==> src/rtl/pwm_clkgen_pkg.sv <==
package pwm_clkgen_pkg;
   localparam int PATHS  = 2;
   localparam int PATH_A = 0;
   localparam int PATH_B = 1;

   typedef enum logic {
      SRC_PRESCALED = 1'b0,
      SRC_SCALED    = 1'b1
   } src_sel_e;
endpackage

==> src/rtl/pwm_prescaler.sv <==
module pwm_prescaler
   import pwm_clkgen_pkg::*;
#(
   parameter int PRE_SEL_W = 3
) (
   input  logic                              clk,
   input  logic                              rst,
   input  logic                              run_i,
   input  logic [PATHS-1:0][PRE_SEL_W-1:0]   sel_i,
   output logic [PATHS-1:0]                  stb_o
);
   localparam int CNT_W = (1 << PRE_SEL_W) - 1;

   if (PRE_SEL_W < 1 || PRE_SEL_W > 5) begin : g_bad_w
      $error("pwm_prescaler: PRE_SEL_W out of range");
   end

   logic [CNT_W-1:0] cnt_q;

   always_ff @(posedge clk) begin
      if (rst || !run_i) cnt_q <= '0;
      else               cnt_q <= cnt_q + 1'b1;
   end

   for (genvar p = 0; p < PATHS; p++) begin : g_path
      logic [CNT_W-1:0] mask;
      assign mask     = ~({CNT_W{1'b1}} << sel_i[p]);
      assign stb_o[p] = run_i && ((cnt_q & mask) == mask);
   end
endmodule

==> src/rtl/pwm_scaler.sv <==
module pwm_scaler #(
   parameter int SCALE_W = 8
) (
   input  logic               clk,
   input  logic               rst,
   input  logic               src_stb_i,
   input  logic [SCALE_W-1:0] scale_i,
   output logic               stb_o
);
   localparam int CNT_W = SCALE_W + 1;

   if (SCALE_W < 1 || SCALE_W > 16) begin : g_bad_w
      $error("pwm_scaler: SCALE_W out of range");
   end

   logic [CNT_W-1:0] cnt_q;
   logic [CNT_W-1:0] reload;
   logic             at_term;

   assign reload  = (scale_i == '0) ? {CNT_W{1'b1}} : ({scale_i, 1'b0} - 1'b1);
   assign at_term = (cnt_q == '0);
   assign stb_o   = src_stb_i && at_term;

   always_ff @(posedge clk) begin
      if (rst)            cnt_q <= '0;
      else if (src_stb_i) cnt_q <= at_term ? reload : cnt_q - 1'b1;
   end
endmodule

==> src/rtl/pwm_ch_mux.sv <==
module pwm_ch_mux
   import pwm_clkgen_pkg::*;
#(
   parameter int                 NUM_CH      = 6,
   parameter logic [NUM_CH-1:0]  A_SIDE_MASK = NUM_CH'(6'b110011)
) (
   input  logic [PATHS-1:0]  pre_stb_i,
   input  logic [PATHS-1:0]  scl_stb_i,
   input  logic [NUM_CH-1:0] sel_i,
   output logic [NUM_CH-1:0] ch_stb_o
);
   for (genvar i = 0; i < NUM_CH; i++) begin : g_ch
      localparam int SIDE = A_SIDE_MASK[i] ? PATH_A : PATH_B;
      assign ch_stb_o[i] = (src_sel_e'(sel_i[i]) == SRC_SCALED) ? scl_stb_i[SIDE]
                                                                : pre_stb_i[SIDE];
   end
endmodule

==> src/rtl/pwm_clkgen.sv <==
module pwm_clkgen
   import pwm_clkgen_pkg::*;
#(
   parameter int                NUM_CH      = 6,
   parameter int                PRE_SEL_W   = 3,
   parameter int                SCALE_W     = 8,
   parameter logic [NUM_CH-1:0] A_SIDE_MASK = NUM_CH'(6'b110011)
) (
   input  logic                 clk,
   input  logic                 rst,
   input  logic                 freeze_mode_i,
   input  logic                 freeze_en_i,
   input  logic [NUM_CH-1:0]    ch_en_i,
   input  logic [PRE_SEL_W-1:0] pre_sel_a_i,
   input  logic [PRE_SEL_W-1:0] pre_sel_b_i,
   input  logic [SCALE_W-1:0]   scale_a_i,
   input  logic [SCALE_W-1:0]   scale_b_i,
   input  logic [NUM_CH-1:0]    ch_src_sel_i,
   output logic                 tick_a_o,
   output logic                 tick_b_o,
   output logic                 tick_sa_o,
   output logic                 tick_sb_o,
   output logic [NUM_CH-1:0]    ch_tick_o
);
   if (NUM_CH < 1) begin : g_bad_ch
      $error("pwm_clkgen: NUM_CH must be at least 1");
   end

   logic                             run;
   logic [PATHS-1:0][PRE_SEL_W-1:0]  pre_sel;
   logic [PATHS-1:0][SCALE_W-1:0]    scale;
   logic [PATHS-1:0]                 pre_stb;
   logic [PATHS-1:0]                 scl_stb;
   logic [NUM_CH-1:0]                ch_stb;

   assign run = (|ch_en_i) && !(freeze_en_i && freeze_mode_i);

   assign pre_sel[PATH_A] = pre_sel_a_i;
   assign pre_sel[PATH_B] = pre_sel_b_i;
   assign scale[PATH_A]   = scale_a_i;
   assign scale[PATH_B]   = scale_b_i;

   pwm_prescaler #(.PRE_SEL_W(PRE_SEL_W)) u_pre (
      .clk   (clk),
      .rst   (rst),
      .run_i (run),
      .sel_i (pre_sel),
      .stb_o (pre_stb)
   );

   for (genvar p = 0; p < PATHS; p++) begin : g_scl
      pwm_scaler #(.SCALE_W(SCALE_W)) u_scl (
         .clk       (clk),
         .rst       (rst),
         .src_stb_i (pre_stb[p]),
         .scale_i   (scale[p]),
         .stb_o     (scl_stb[p])
      );
   end

   pwm_ch_mux #(.NUM_CH(NUM_CH), .A_SIDE_MASK(A_SIDE_MASK)) u_mux (
      .pre_stb_i (pre_stb),
      .scl_stb_i (scl_stb),
      .sel_i     (ch_src_sel_i),
      .ch_stb_o  (ch_stb)
   );

   always_ff @(posedge clk) begin
      if (rst) begin
         tick_a_o  <= 1'b0;
         tick_b_o  <= 1'b0;
         tick_sa_o <= 1'b0;
         tick_sb_o <= 1'b0;
         ch_tick_o <= '0;
      end else begin
         tick_a_o  <= pre_stb[PATH_A];
         tick_b_o  <= pre_stb[PATH_B];
         tick_sa_o <= scl_stb[PATH_A];
         tick_sb_o <= scl_stb[PATH_B];
         ch_tick_o <= ch_stb;
      end
   end
endmodule

==> config.mk <==
export PLATFORM = sky130hd
export DESIGN_NAME = pwm_clkgen
export DESIGN_NICKNAME = d
export VERILOG_FILES = /design/src/rtl/pwm_clkgen_pkg.sv /design/src/rtl/pwm_prescaler.sv /design/src/rtl/pwm_scaler.sv /design/src/rtl/pwm_ch_mux.sv /design/src/rtl/pwm_clkgen.sv
export SDC_FILE = /design/constraint.sdc
export NUM_CORES = 1
export LEC_CHECK = 0
export BUFFER_PORTS_ARGS = -buffer_cell sky130_fd_sc_hd__clkbuf_2
export CAP_MARGIN = 20
export CORE_UTILIZATION = 54
export DETAILED_ROUTE_END_ITERATION = 16
export PLACE_DENSITY = 0.84
export SYNTH_ARGS = -nofsm -noshare
export SYNTH_HDL_FRONTEND = slang
export SYNTH_SLANG_ARGS = --single-unit
==> constraint.sdc <==
create_clock -name clk -period 2.35 [get_ports clk]
set_input_delay 0.235 -clock clk [delete_from_list [all_inputs] [get_ports clk]]
set_output_delay 0.235 -clock clk [all_outputs]
set_load 0.005 [all_outputs]
==> results of run 1 <==
-- cell type report --
class / count / share of cell area (%)
multi-input combinational: 188 / 51.67
timing repair buffer: 52 / 11.04
tap: 48 / 2.432
sequential: 35 / 28.37
inverter: 16 / 2.432
clock buffer: 8 / 4.053
-- layout by cell type, fill, tap and decap left out, types with 2 or more instances in the layout --
cell type  count
a211oi_1       7
a21boi_0       2
a21oi_1       17
a22oi_1        3
a31o_2         2
a41oi_1        2
and3_1         3
buf_4          5
clkbuf_2      47
clkbuf_8       7
dfxtp_1       35
ha_1           7
inv_1         16
mux2i_1        2
nand2_1       23
nand2b_1       3
nand3_1        5
nand4_1        5
nor2_1        20
nor2b_1        4
nor3_1         9
nor3b_1        2
nor4_1         3
o2111ai_1      2
o211ai_1       2
o21a_1         3
o21ai_0        7
o221a_2        2
o31a_1         2
o31ai_1        4
o41ai_1        2
or3_1          5
xnor2_1        7
xor2_1         5
-- synth_stat cells, types with 7 or more instances --
| library cell | count |
|---|---|
| inv_1 | 16 |
| o21ai_0 | 7 |
| nand2_1 | 23 |
| dfxtp_1 | 35 |
| ha_1 | 7 |
| xnor2_1 | 7 |
| a21oi_1 | 17 |
| nor3_1 | 9 |
| a211oi_1 | 7 |
| nor2_1 | 20 |
-- flip-flops by register name, indices dropped and copies added, names as in the netlist --
register / cells
tick_sb_o: 1
tick_b_o: 1
u_pre.cnt_q: 7
tick_a_o: 1
g_scl.u_scl.cnt_q: 18
tick_sa_o: 1
ch_tick_o: 6
-- worst max-delay path, stage by stage (launching register included) --
cell	delay, ps
dfxtp_1	320
inv_1	70
ha_1	190
or4b_1	470
buf_4	190
a311oi_1	260
o21ai_0	180
a2111oi_2	330
o21a_1	140
-- layer usage --
layer  vias to the layer above  global-route usage, %
li1                       1027                      -
met1                       963                  32.19
met2                        67                  39.49
met3                         5                  6.250
met4                         0                  12.22
met5                         -                      0
-- stage by stage --
| stage | power [W] | utilization (%) | cell area (um2) |
|---|---|---|---|
| after floorplan | 0.0008437 | - | 2066 |
| after global placement | 0.0009296 | 64.22 | 2351 |
| after detailed placement | 0.0009358 | 64.22 | 2351 |
| after CTS | 0.001413 | 66.95 | 2451 |
| after global routing | 0.001479 | 67.46 | 2470 |
| final | 0.001415 | 67.46 | 2470 |
-- final timing paths --
path,from,slack (ps),to
worst min-delay path,ch_src_sel_i[4],110,ch_tick_o[4]$_SDFF_PP0_
worst max register to register,g_scl[1].u_scl.cnt_q[0]$_SDFFE_PP0P_,130,g_scl[1].u_scl.cnt_q[7]$_SDFFE_PP0P_
worst min register to register,g_scl[1].u_scl.cnt_q[1]$_SDFFE_PP0P_,490,g_scl[1].u_scl.cnt_q[1]$_SDFFE_PP0P_
worst max-delay path,g_scl[1].u_scl.cnt_q[0]$_SDFFE_PP0P_,130,g_scl[1].u_scl.cnt_q[7]$_SDFFE_PP0P_
-- cell families (layout without fill, tap and decap cells) --
| logic type | Yosys count | count (layout) | share of synthesized area, % |
|---|---|---|---|
| XOR/XNOR | 12 | 12 | 5.088 |
| flip-flops | 35 | 35 | 33.92 |
| adder cells (fa/ha/maj) | 7 | 7 | 4.240 |
| multiplexers | 2 | 2 | 0.9691 |
| AO/OA/AOI/OAI | 75 | 75 | 27.62 |
| AND/OR/NAND/NOR | 92 | 92 | 22.96 |
| buffers and inverters | 24 | 76 | 5.209 |
-- power groups by stage --
| stage | sequential, W | combinational [W] | clock [W] |
|---|---|---|---|
| 2_1_floorplan | 0.000640 | 0.000204 | 0 |
| 3_3_place_gp | 0.000644 | 0.000286 | 0 |
| 3_5_place_dp | 0.000644 | 0.000291 | 0 |
| 4_1_cts | 0.000632 | 0.000293 | 0.000489 |
| 5_1_grt | 0.000635 | 0.000336 | 0.000508 |
| 6_report | 0.000632 | 0.000303 | 0.000481 |
-- what timing repair did --
action | in CTS | in global routing
resized for setup | 0 | 3
endpoints found under the setup margin | 0 | 3
endpoints found under the hold margin | 0 | 0
setup buffers | 0 | 0
==> flow_summary.yaml, run 1 <==
pwr:
  p_switching_w: 0.0004082
  power.internal_w: 0.001007
  p_leak_nw: 1.077
  powerDensity_nw_per_um2: 573.1
  p_sw_share_pct: 28.84
  clock_power_share_pct: 33.9
  pwr-share-comb_pct: 21.4
  seq_power_share_pct: 44.7
  ir_worst_vdd_mv: 0.2840
timing:
  finalSetupTns_ps: 0
  grt_setup_unrepaired: "yes"
  layout_setup_ws_ps: 131.7
  fin_crit_ps: 2218
  fin_crit_sh_pct: 94.40
  hold_ws_ps: 108.6
  fin_skew_ps: 9.128
  setup_viol_count_final: 0
  maxSlewHeadroom_pct: 46.46
  final-max-slew-violation-count: 0
  fmax_mhz: 450.8
  tightest_slew_ps: 795.7
  hold_viol_final: 0
critical_path:
  worst-path-max-fanout: 6
  r2r.worst_path.cells: 8
  required_ps: 2580
  worst_ep_arrival_time_ps: 2450
  worstSetupPathType: "register to register"
  crit_path_end_kind: "register"
  start_kind: "register"
layout:
  n_antenna_cell: 0
  drive_gt1_share_pct: 23.41
  nNetsFinal: 343
  multi_input_comb_area_um2: 1276
  syn_to_final_growth_pct: 19.56
  register_area_um2: 700.7
  stdcell_count: 347
  nFillCells: 330
drt:
  wl_met3_um: 283
  top_layer_used: "met4"
  first_iter_violations: 165
  routed_wl_um: 4763
  wl_per_cell_um: 13.73
  drc: 0
  wl_met1_um: 2212
  routed-via-count: 2062
  dr_wl_met2_um: 2212
  viasPerCell: 5.942
  dr.pass1.iters: 4
  drtAntennaViolNets: 0
logic_synthesis:
  synth_flop_cell: "dfxtp_1"
  synth_top_area_share_pct: 33.92
  ys_seq_area_share_pct: 33.92
  synth.distinct_cells: 62
  syn_avg_cell_area_um2: 8.363
  yosys_register_bits: 35
  async_reset_ff_share_pct: 0
  synth_area_um2: 2066
  netlist_instances: 247
  syn_nets: 292
  synth_edf_count: 0
  ys_top_cells_by_area: "dfxtp_1 34%, ha_1 4.2%, nand2_1 4.2%"
  yosysWarningCount: 0
  yosys.area.top_type: "dfxtp_1"
global_route:
  grt.overflow.total: 0
  grt_pass1_wl_um: 8079
  grt_max_degree: 16
  first_global_vias: 1884
  antenna_found_initial: 0
  grtUsageTotal_pct: 25.24
run_status:
  outcome: "complete, no violations"
floorplan:
  die_w_um: 63.85
  io_pins: 48
  die_y_um: 63.85
  core-area_um2: 3661
  dieArea_um2: 4077
  initial_core_util_pct: 56.43
  core.rowCount: 22
cts:
  ctsRootBufferMaster: "clkbuf_8"
  htreeDepth: 2
  cts.clk_slew.worst_paths_ps: 70
  clkLatencyLatePin_ps: 290
  tritoncts: "done"
  cts.sinks: 35
  ctsLongestPathBuffers: 2
  holdBufCountCts: 0
  cts_buffers: 5
placement:
  hpwlAfterDp_um: 3550
  place_ws_ps: 118.7
  placed_cells: 339
  port_buffers: 47
  gp_congestion: 0.8730
worst_hold_path:
  hold-path-cell-count: 2
  hp-class: "input pin to register"
flow_run:
  maxCapViolations: 0
No activity file was read; power rests on OpenSTA's default activity.
==> inputs of run 2 (changes only) <==
--- a/config.mk
+++ b/config.mk
@@ -9,7 +9,8 @@
 export CAP_MARGIN = 20
 export CORE_UTILIZATION = 54
 export DETAILED_ROUTE_END_ITERATION = 16
-export PLACE_DENSITY = 0.84
+export PLACE_DENSITY = 0.88
 export SYNTH_ARGS = -nofsm -noshare
 export SYNTH_HDL_FRONTEND = slang
+export SYNTH_HIERARCHICAL = 1
 export SYNTH_SLANG_ARGS = --single-unit
==> flow_summary.yaml, run 2 <==
critical_path:
  path_cells: "nand2_1 -> nand3_1 -> nand4_1 -> a21oi_1 -> buf_4 -> nand4_2 -> a21oi_1 -> a211oi_1"
  worstSetupPathType: "register to register"
  cp_slowest_cell: "dfxtp_1"
  worst-path-max-fanout: 22
  critical_path_buf_inv_count: 1
  required_ps: 2500
  timing.rr.end: "g_scl[0].u_scl/cnt_q[4]$_SDFFE_PP0P_"
  critPathMaxStageDelay_ps: 410
  start_kind: "register"
  cp_top_family: "compound AO/OA/AOI/OAI gates"
  r2r_slack_ps: 420
  worstSetupStartpoint: "u_pre/cnt_q[4]$_SDFF_PP0_"
  reg2reg_from: "u_pre/cnt_q[4]$_SDFF_PP0_"
  cpMostUsedCell: "a21oi_1"
  r2r.worst_path.cells: 8
  crit_path_end_kind: "register"
  worst_ep_arrival_time_ps: 2080
drt:
  viasPerCell: 5.723
  routed-via-count: 2026
  drtAntennaViolNets: 0
  routed_wl_um: 4484
  drc: 0
  wl_per_cell_um: 12.67
  dr.pass1.iters: 4
  first_iter_violations: 98
timing:
  fin_skew_ps: 4.136
  maxSlewHeadroom_pct: 52.30
  hold_viol_final: 0
  tightest_slew_ps: 710.1
  fin_crit_ps: 1931
  finalSetupTns_ps: 0
  fmax_mhz: 517.8
  fin_crit_sh_pct: 82.18
  grt_setup_unrepaired: "no"
  final-max-slew-violation-count: 0
  hold_ws_ps: 168.2
  setup_viol_count_final: 0
logic_synthesis:
  yosys_register_bits: 35
  syn_nets: 300
  synth_common_cells: "35 x dfxtp_1, 20 x nor2_1, 17 x inv_1, 17 x nand2_1, 17 x nand3_1"
  ys_seq_area_share_pct: 33.47
  yosysWarningCount: 6
  yosys.area.top_type: "dfxtp_1"
  synth_top_area_share_pct: 33.47
  synth_edf_count: 0
  netlist_instances: 255
  synth_area_um2: 2093
  ys_top_cells_by_area: "dfxtp_1 33%, ha_1 4.2%, nand3_1 4.1%"
  synth_flop_cell: "dfxtp_1"
  synth.distinct_cells: 39
  synthMostInstantiatedCell: "dfxtp_1"
  async_reset_ff_share_pct: 0
  syn_avg_cell_area_um2: 8.209
placement:
  gp_congestion: 0.8545
  port_buffers: 47
  hpwlAfterDp_um: 3373
  post_dp_cell_area_um2: 2381
  placed_cells: 346
floorplan:
  die_w_um: 64.26
  die_y_um: 64.26
  core-area_um2: 3689
  io_pins: 48
  core.rowCount: 22
  dieArea_um2: 4129
  initial_core_util_pct: 56.75
layout:
  stdcell_area_um2: 2499
  nNetsFinal: 350
  mostFrequentLayoutCells: "47 x clkbuf_2, 35 x dfxtp_1, 20 x nor2_1"
  n_antenna_cell: 0
  largest_reg_flops: 18
  top_regs: "g_scl.u_scl/cnt_q x18, u_pre/cnt_q x7, ch_tick_o x6"
  stdcell_count: 354
  final_common_cell: "clkbuf_2"
  drive_gt1_share_pct: 24.51
  syn_to_final_growth_pct: 19.37
  regMostFlops: "g_scl.u_scl/cnt_q"
cts:
  cts.sinks: 35
  holdBufCountCts: 0
  clkLatencyLatePin_ps: 290
  cts_buffers: 5
  ctsRootBufferMaster: "clkbuf_8"
  cts.clk_slew.worst_paths_ps: 70
  ctsLongestPathBuffers: 2
  post-cts-setup-buffer-count: 0
  tritoncts: "done"
  cts_resized: 0
  htreeDepth: 2
worst_hold_path:
  hold_path_end: "g_scl[0].u_scl/cnt_q[1]$_SDFFE_PP0P_"
  worstHoldStart: "scale_a_i[0]"
  hp-class: "input pin to register"
  hold-path-cell-count: 2
pwr:
  powerDensity_nw_per_um2: 561.8
  ir_worst_vdd_mv: 0.2635
  p_leak_nw: 1.074
  power_w: 0.001404
flow_run:
  maxCapViolations: 0
global_route:
  grtUsageTotal_pct: 23.95
  grt.overflow.total: 0
  grt_pass1_wl_um: 7741
  grt_max_degree: 28
  first_global_vias: 1880
  antenna_found_initial: 0
run_status:
  outcome: "complete, no violations"
==> run 2: area by class of cell <==
type / count / area [um2]
sequential: 35 / 700.7
clock buffer: 6 / 82.58
tap: 48 / 60.06
multi-input combinational: 197 / 1306
timing repair buffer: 49 / 250.2
fill: 324 / 1190
clock inverter: 2 / 35.03
inverter: 17 / 63.81
==> run 2: cells by family (layout without fill, tap and decap cells) <==
| group | after synthesis | after routing | synth area share, % |
|---|---|---|---|
| compound gates | 67 | 67 | 21.64 |
| xor+xnor | 11 | 11 | 4.602 |
| fa+ha+maj | 7 | 7 | 4.184 |
| buf+inv | 23 | 74 | 4.124 |
| flops | 35 | 35 | 33.47 |
| mux | 6 | 6 | 3.228 |
| simple gates | 106 | 106 | 28.75 |
==> run 2: how the worst max path moves through the flow <==
stage	to	slack [ps]	cells after the start
global route	g_scl[0].u_scl/cnt_q[4]$_SDFFE_PP0P_	220	8
detailed placement	g_scl[0].u_scl/cnt_q[4]$_SDFFE_PP0P_	450	9
floorplan	ch_tick_o[0]$_SDFF_PP0_	330	8
CTS	g_scl[0].u_scl/cnt_q[4]$_SDFFE_PP0P_	440	8
global placement	ch_tick_o[1]$_SDFF_PP0_	500	9
finish	g_scl[0].u_scl/cnt_q[4]$_SDFFE_PP0P_	420	8
==> run 2: power by group <==
group          switching [W]  internal (W)
combinational       0.000123     0.0000972
sequential         0.0000196      0.000609
clock               0.000211      0.000343
==> run 2: per-stage QoR <==
stage | setup slack [ps] | utilization, %
finish | 418.8 | 67.74
global route | 220.7 | 67.74
CTS | 435.6 | 67.74
detailed placement | 452.7 | 64.55
global placement | 502.3 | 64.55
floorplan | 334.3 | -
==> run 2: worst reg2reg max path, stage by stage (launching register included) <==
cell,delay [ps]
dfxtp_1,410
nand2_1,140
nand3_1,120
nand4_1,90
a21oi_1,150
buf_4,250
nand4_2,170
a21oi_1,340
a211oi_1,130
==> run 2: metal layers <==
layer / wire length (um) / track usage (%) / up-vias
met5: 0 / 0 / -
met4: 68 / 11.11 / 0
met3: 345 / 5.179 / 5
met2: 2114 / 41.45 / 90
met1: 1955 / 27.84 / 901
li1: - / - / 1030
==> inputs of run 3 (changes only) <==
==> constraint.sdc (replaced) <==
create_clock -name clk -period 1.9 [get_ports clk]
set_input_delay 0.19 -clock clk [delete_from_list [all_inputs] [get_ports clk]]
set_output_delay 0.19 -clock clk [all_outputs]
set_load 0.005 [all_outputs]
==> flow_summary.yaml, run 3 (synthesis gave the netlist of run 2 again) <==
flow_run:
  maxCapViolations: 0
drt:
  dr.pass1.iters: 4
  viasPerCell: 5.624
  wl_per_cell_um: 12.24
  first_iter_violations: 79
  routed-via-count: 2036
  routed_wl_um: 4431
  drc: 0
  drtAntennaViolNets: 0
critical_path:
  r2r.worst_path.cells: 8
  worst_ep_arrival_time_ps: 1910
  cp_top_family: "simple AND/OR/NAND/NOR gates"
  reg2reg_from: "u_pre/cnt_q[4]$_SDFF_PP0_"
  path_cells: "nand2_1 -> nand3_1 -> nand4_1 -> a21oi_2 -> buf_4 -> nand4_2 -> a221o_1 -> and3_1"
  timing.rr.end: "g_scl[1].u_scl/cnt_q[5]$_SDFFE_PP0P_"
  worstSetupPathType: "register to register"
  r2r_slack_ps: 170
  start_kind: "register"
  crit_path_end_kind: "register"
  worst-path-max-fanout: 7
  required_ps: 2080
  cp_slowest_cell: "dfxtp_1"
  critical_path_buf_inv_count: 1
  critPathMaxStageDelay_ps: 360
layout:
  multi_input_comb_area_um2: 1325
  top_regs: "g_scl.u_scl/cnt_q x18, u_pre/cnt_q x7, ch_tick_o x6"
  mostFrequentLayoutCells: "47 x clkbuf_2, 35 x dfxtp_1, 20 x nor2_1"
  drive_gt1_share_pct: 27.39
  fin_util_pct: 69.47
  largest_reg_flops: 18
  syn_to_final_growth_pct: 22.41
  register_area_um2: 700.7
  final_common_cell: "clkbuf_2"
  nFillCells: 311
  nNetsFinal: 359
  regMostFlops: "g_scl.u_scl/cnt_q"
  n_antenna_cell: 0
floorplan:
  core.rowCount: 22
  dieArea_um2: 4129
  die_y_um: 64.26
  io_pins: 48
  core-area_um2: 3689
  die_w_um: 64.26
  initial_core_util_pct: 56.75
global_route:
  antenna_found_initial: 0
  grt_max_degree: 28
  grt.overflow.total: 0
  grt_pass1_wl_um: 7893
  first_global_vias: 1900
  grtUsageTotal_pct: 24.15
worst_hold_path:
  hold-path-cell-count: 2
  worstHoldStart: "scale_b_i[0]"
  hp-class: "input pin to register"
  hold_path_end: "g_scl[1].u_scl/cnt_q[1]$_SDFFE_PP0P_"
cts:
  tritoncts: "done"
  cts.sinks: 35
  cts_buffers: 5
  ctsLongestPathBuffers: 2
  cts_resized: 0
  holdBufCountCts: 0
  cts.clk_slew.worst_paths_ps: 60
  post-cts-setup-buffer-count: 0
  htreeDepth: 2
  ctsRootBufferMaster: "clkbuf_8"
  clkLatencyLatePin_ps: 280
placement:
  port_buffers: 47
  hpwlAfterDp_um: 3382
  gp_congestion: 0.8260
timing:
  maxSlewHeadroom_pct: 55.94
  tightest_slew_ps: 655.9
  fmax_mhz: 578.3
  fin_crit_ps: 1729
  final-max-slew-violation-count: 0
  fin_crit_sh_pct: 91.01
  finalSetupTns_ps: 0
  fin_skew_ps: 1.668
  hold_viol_final: 0
  setup_viol_count_final: 0
pwr:
  powerDensity_nw_per_um2: 623.5
  ir_worst_vdd_mv: 0.4774
  p_leak_nw: 1.106
run_status:
  outcome: "complete, no violations"
## run 3: layout make-up
| type | instances | area share, % |
|---|---|---|
| Tap cell | 48 | 2.344 |
| Multi-Input combinational cell | 197 | 51.71 |
| Clock inverter | 1 | 0.1953 |
| Clock buffer | 6 | 3.223 |
| Sequential cell | 35 | 27.34 |
| Timing Repair Buffer | 58 | 12.70 |
| Inverter | 17 | 2.490 |
## run 3: how the worst max path moves through the flow
stage / start / end / cells after the start
final: u_pre/cnt_q[4]$_SDFF_PP0_ / g_scl[1].u_scl/cnt_q[5]$_SDFFE_PP0P_ / 8
after global routing: u_pre/cnt_q[4]$_SDFF_PP0_ / g_scl[1].u_scl/cnt_q[4]$_SDFFE_PP0P_ / 9
after CTS: u_pre/cnt_q[2]$_SDFF_PP0_ / g_scl[0].u_scl/cnt_q[1]$_SDFFE_PP0P_ / 8
after floorplan: u_pre/cnt_q[0]$_SDFF_PP0_ / ch_tick_o[0]$_SDFF_PP0_ / 8
after global placement: ch_en_i[0] / g_scl[0].u_scl/cnt_q[4]$_SDFFE_PP0P_ / 8
after detailed placement: ch_en_i[0] / g_scl[0].u_scl/cnt_q[1]$_SDFFE_PP0P_ / 9
## run 3: power by group
group	leakage (nW)	internal [W]	switching (W)	total, W
sequential	0.283	0.000754	0.0000215	0.000776
clock	0.0470	0.000284	0.000243	0.000527
combinational	0.776	0.000136	0.000159	0.000295
## run 3: metal layers
metal	up-vias	track usage (%)	share of wire [%]
li1	1047	-	-
met1	902	29.73	46
met2	82	40.79	46
met3	5	5.000	6.5
met4	0	9.444	1.2
met5	-	0	0
## run 3: stage by stage
stage	std cells	cell area, um2	total power [W]	hold WS, ps	setup slack (ps)
CTS	362	2536	0.001605	136.8	32.08
detailed placement	355	2449	0.001079	433.6	80.34
global route	362	2562	0.001684	148.4	-8.006
finish	362	2562	0.001598	136.2	170.9
global placement	355	2449	0.001073	419.9	144.8
floorplan	255	2097	0.0009637	261.6	48.37
